[config.mk]
export PLATFORM = sky130hd
export DESIGN_NAME = dsp_cond_status
export DESIGN_NICKNAME = d
export VERILOG_FILES = /design/src/rtl/dsp_cond_status.sv
export SDC_FILE = /design/constraint.sdc
export NUM_CORES = 1
export LEC_CHECK = 0
export ABC_AREA = 0
export CORE_ASPECT_RATIO = 0.9
export CORE_MARGIN = 5
export CORE_UTILIZATION = 26
export CTS_CLUSTER_DIAMETER = 200
export CTS_CLUSTER_SIZE = 24
export DETAILED_ROUTE_END_ITERATION = 8
export GPL_ROUTABILITY_DRIVEN = 0
export GPL_TIMING_DRIVEN = 0
export MAX_ROUTING_LAYER = met4
export PLACE_DENSITY = 0.81
export SYNTH_ARGS = -nofsm -noshare
export SYNTH_HDL_FRONTEND = slang
export SYNTH_SLANG_ARGS = --single-unit
[constraint.sdc]
create_clock -name clk -period 1.7 [get_ports clk]
set_clock_uncertainty 0.05 [all_clocks]
set_input_delay 0.17 -clock clk [delete_from_list [all_inputs] [get_ports clk]]
set_output_delay 0.17 -clock clk [all_outputs]
set_load 0.05 [all_outputs]
[src/rtl/dsp_cond_status.sv]
module dsp_cond_status #(
  parameter int SR_W   = 8,
  parameter int WORD_W = 32
) (
  input  logic              clk,
  input  logic              rst_n,
  input  logic              op_uncond,
  input  logic              op_cond,
  input  logic              op_pmul,
  input  logic              op_xymove,
  input  logic              op_smove,
  input  logic              op_cpu,
  input  logic              res_carry,
  input  logic              res_neg,
  input  logic              res_zero,
  input  logic              res_ovf,
  input  logic              ld_en,
  input  logic [WORD_W-1:0] ld_word,
  output logic [WORD_W-1:0] st_word,
  output logic [SR_W-1:0]   status,
  output logic              dc,
  input  logic              dst_req,
  output logic              dst_we
);
  localparam int B_DC = 0;
  localparam int B_N  = 1;
  localparam int B_Z  = 2;
  localparam int B_V  = 3;
  localparam int B_CS = 4;
  localparam int B_GT = 7;
  localparam int PAD  = WORD_W - SR_W;

  logic [SR_W-1:0] sr_q, sr_upd;
  logic [2:0]      sel;
  logic            gt, ge, dc_new, upd_ok;

  assign sel    = sr_q[B_CS +: 3];
  assign ge     = ~(res_neg ^ res_ovf);
  assign gt     = ~res_zero & ge;
  assign upd_ok = op_uncond & ~op_cond & ~op_pmul & ~op_xymove & ~op_smove & ~op_cpu;

  always_comb begin
    unique case (sel)
      3'd0:    dc_new = res_carry;
      3'd1:    dc_new = res_neg;
      3'd2:    dc_new = res_zero;
      3'd3:    dc_new = res_ovf;
      3'd4:    dc_new = gt;
      3'd5:    dc_new = ge;
      default: dc_new = 1'b0;
    endcase
  end

  always_comb begin
    sr_upd       = sr_q;
    sr_upd[B_DC] = dc_new;
    sr_upd[B_N]  = res_neg;
    sr_upd[B_Z]  = res_zero;
    sr_upd[B_V]  = res_ovf;
    sr_upd[B_GT] = gt;
  end

  always_ff @(posedge clk or negedge rst_n) begin
    if (!rst_n)      sr_q <= '0;
    else if (ld_en)  sr_q <= ld_word[SR_W-1:0];
    else if (upd_ok) sr_q <= sr_upd;
  end

  assign status  = sr_q;
  assign dc      = sr_q[B_DC];
  assign st_word = {{PAD{1'b0}}, sr_q};
  assign dst_we  = dst_req & (~op_cond | sr_q[B_DC]);
endmodule


==> metrics.cfg, run 1 <==
[hold_path]
hp-class = in2async

[yosys]
synth_seq_cells = 8
synth-simple-area-share_pct = 11.3
netlist_instances = 78
synth_warnings = 0
seq_area_frac_synth_pct = 28.2
synth_area_um2 = 711
synth_compound_area_share_pct = 9.86
synth-xor-area-share_pct = 1.23
synthMuxAreaShare_pct = 12.0
synth_top_cell_by_area = buf_4
syn-mean-instance-area_um2 = 9.11
ys_top_cells_by_area = buf_4 (35%), dfrtp_1 (28%), mux2_2 (6.3%), mux2i_1 (5.6%), nor4_2 (3.5%)
synth_adder_area_share_pct = 0
synth_cell_types = 21
synth_top_cell_area_share_pct = 34.9
synth_top_family_by_area = buffers and inverters

[cts]
numCtsBuffers = 3
cts_resized = 13
tritoncts = built
ctsLongestPathBuffers = 2
clk_pin_slew_ps = 60
clk_latency_ps = 250
cts_hold_buf = 0
cts_htree_levels = 1
cts_root_buffer = clkbuf_4
clkSinkCount = 8
post-cts-setup-buffers = 0

[setup_path]
critPathMaxFanout = 3
r2r_slack_ps = 230
critPathKind = reg2out
crit_family = buffers and inverters
end_kind = primary output
crit_chain = clkdlybuf4s50_1
r2r-start = status[4]
slowest_delay_ps = 810
reg2reg_to = status[0]
critical_path_arrival_ps = 1440
cp.depth = 1
endpoint = st_word[7]
critPathLaunchType = register
worstPathRequired_ps = 1480
crit_buf_inv = 1
rr_worst_depth = 4
crit_path_top_delay_cell = clkdlybuf4s50_1
crit_start = status[7]

[pwr]
ir_drop_mv = 0.290
power.share.clock_pct = 16.7
p_sw_uw = 420
internal-power_uw = 469
switching_share_pct = 47.3
p_seq_share_pct = 26.0
power_density_nw_per_um2 = 717
p_leak_nw = 0.676
combPwrFrac_pct = 57.4

[die]
ios = 88
chipWidth_um = 65.1
start_util_pct = 26.5
die_y_um = 59.6
core_area_um2 = 2680
die-area_um2 = 3880
core.rowCount = 18

[global_routing]
grt_pass1_wl_um = 2770
gr-total-overflow = 0
grtUsageTotal_pct = 9.46
first_global_vias = 655
grt_start_max_net_pins = 11
antenna_found_initial = 0

[route]
dr.pass1.iters = 4
route.final.wire_length_um = 1880
wl_per_cell_um = 10.9
antenna_left = 0
drc = 0
viasPerCell = 3.80
drtIter0Drc = 10
vias = 658

[cells_and_area]
layout_commonest_cell = buf_4
diodes = 0
largest_reg_flops = 8
drive_above_1_share_pct = 30.8
fin_cells = 173
final_core_util_pct = 46.3
syn2layout_area_growth_pct = 74.5
nNetsFinal = 191
postLayoutCellArea_um2 = 1240
final_cell_mix = buf_4 (33), conb_1 (24), clkdlybuf4s50_1 (24), dlygate4sd2_1 (13), dfrtp_1 (8)

[timing]
slew_headroom_pct = 66.3
max_freq_mhz = 604
worst_pin_slew_ps = 505
post-route-period-util_pct = 97.4
rsz0062_at_grt = no
fin_hold_ws_ps = 143
fin_crit_ps = 1660
slew_viol_final = 0
setup_viol_count_final = 0
timing_hold_violations_final = 0

[status]
status = complete, no violations

[placed_design]
io_buffers = 39
place_inst = 170
post_dp_cell_area_um2 = 1230
hpwlAfterDp_um = 1640

[flow_run]
maxCapViolCount = 0

[Yosys cell counts (all sizes together)]
cell / number
a2111oi: 1
a21boi: 1
a21oi: 2
a22o: 1
a31o: 1
buf: 33
clkbuf: 1
conb: 1
dfrtp: 8
inv: 3
mux2: 4
mux2i: 4
nand2: 5
nand3b: 2
nor2: 1
nor2b: 1
nor3b: 1
nor4: 2
o21ai: 5
xnor2: 1
[area by class of cell]
cell class,count,area (um2)
plain buffers,34,251
clock buffers,3,22.5
fillers,270,1440
inverters,3,11.3
multi-input cells,56,338
flip-flops and latches,8,200
well taps,30,37.5
repair buffers,39,379
[through the flow]
stage                     worst slack (ps)  setup TNS [ps]  power, mW
after floorplan                       67.1               0      0.615
after global placement               -78.3           -96.0      0.761
after detailed placement              -105            -166      0.767
after CTS                             14.1               0      0.897
after global routing                  5.22               0      0.932
final                                 44.0               0      0.889
[power by group through the flow]
stage	Clock, mW	Sequential [mW]	Combinational [mW]
after CTS	0.154	0.232	0.511
final	0.148	0.231	0.510
after global placement	0	0.234	0.526
after floorplan	0	0.297	0.318
after detailed placement	0	0.235	0.532
after global routing	0.163	0.235	0.535
[logic make-up (layout without fill, tap and decap cells)]
kind of cell	after synthesis	in the layout
AOI/OAI and AO/OA	11	11
xor gates and xnor gates	1	1
buffers and inverters	37	79
DFF	8	8
muxes	8	8
other	1	24
and+or+nand+nor	12	12
[worst register-to-register path, cell delays in order (launching register included)]
cell and delay [ps]:
dfrtp_1 450, nor2b_1 80, a2111oi_1 510, nor4_2 70, a31o_1 210
[layer usage]
layer  vias up  track usage, %  share of wire [%]
met5         -               -                  0
met4         0            3.55               0.43
met3         2            3.04                 11
met2        40            16.8                 50
met1       279            9.89                 39
li1        337               -                  -
[worst min path at each step]
stage | start | end | slack [ps] | cells after the start
after floorplan | rst_n | status[0] | -180 | 0
after global placement | rst_n | status[5] | 420 | 1
after detailed placement | rst_n | status[4] | 430 | 1
after CTS | rst_n | status[3] | 160 | 1
after global routing | rst_n | status[3] | 190 | 1
final | rst_n | status[3] | 140 | 1
Note: power is estimated with default switching activity, not from simulation.
==> run 2, diff against run 1 <==
Settings changed: CTS_CLUSTER_DIAMETER 200 to 40.
==> results of run 2 <==
Same layout as run 1: the final DEF is identical, and so are final timing and power.
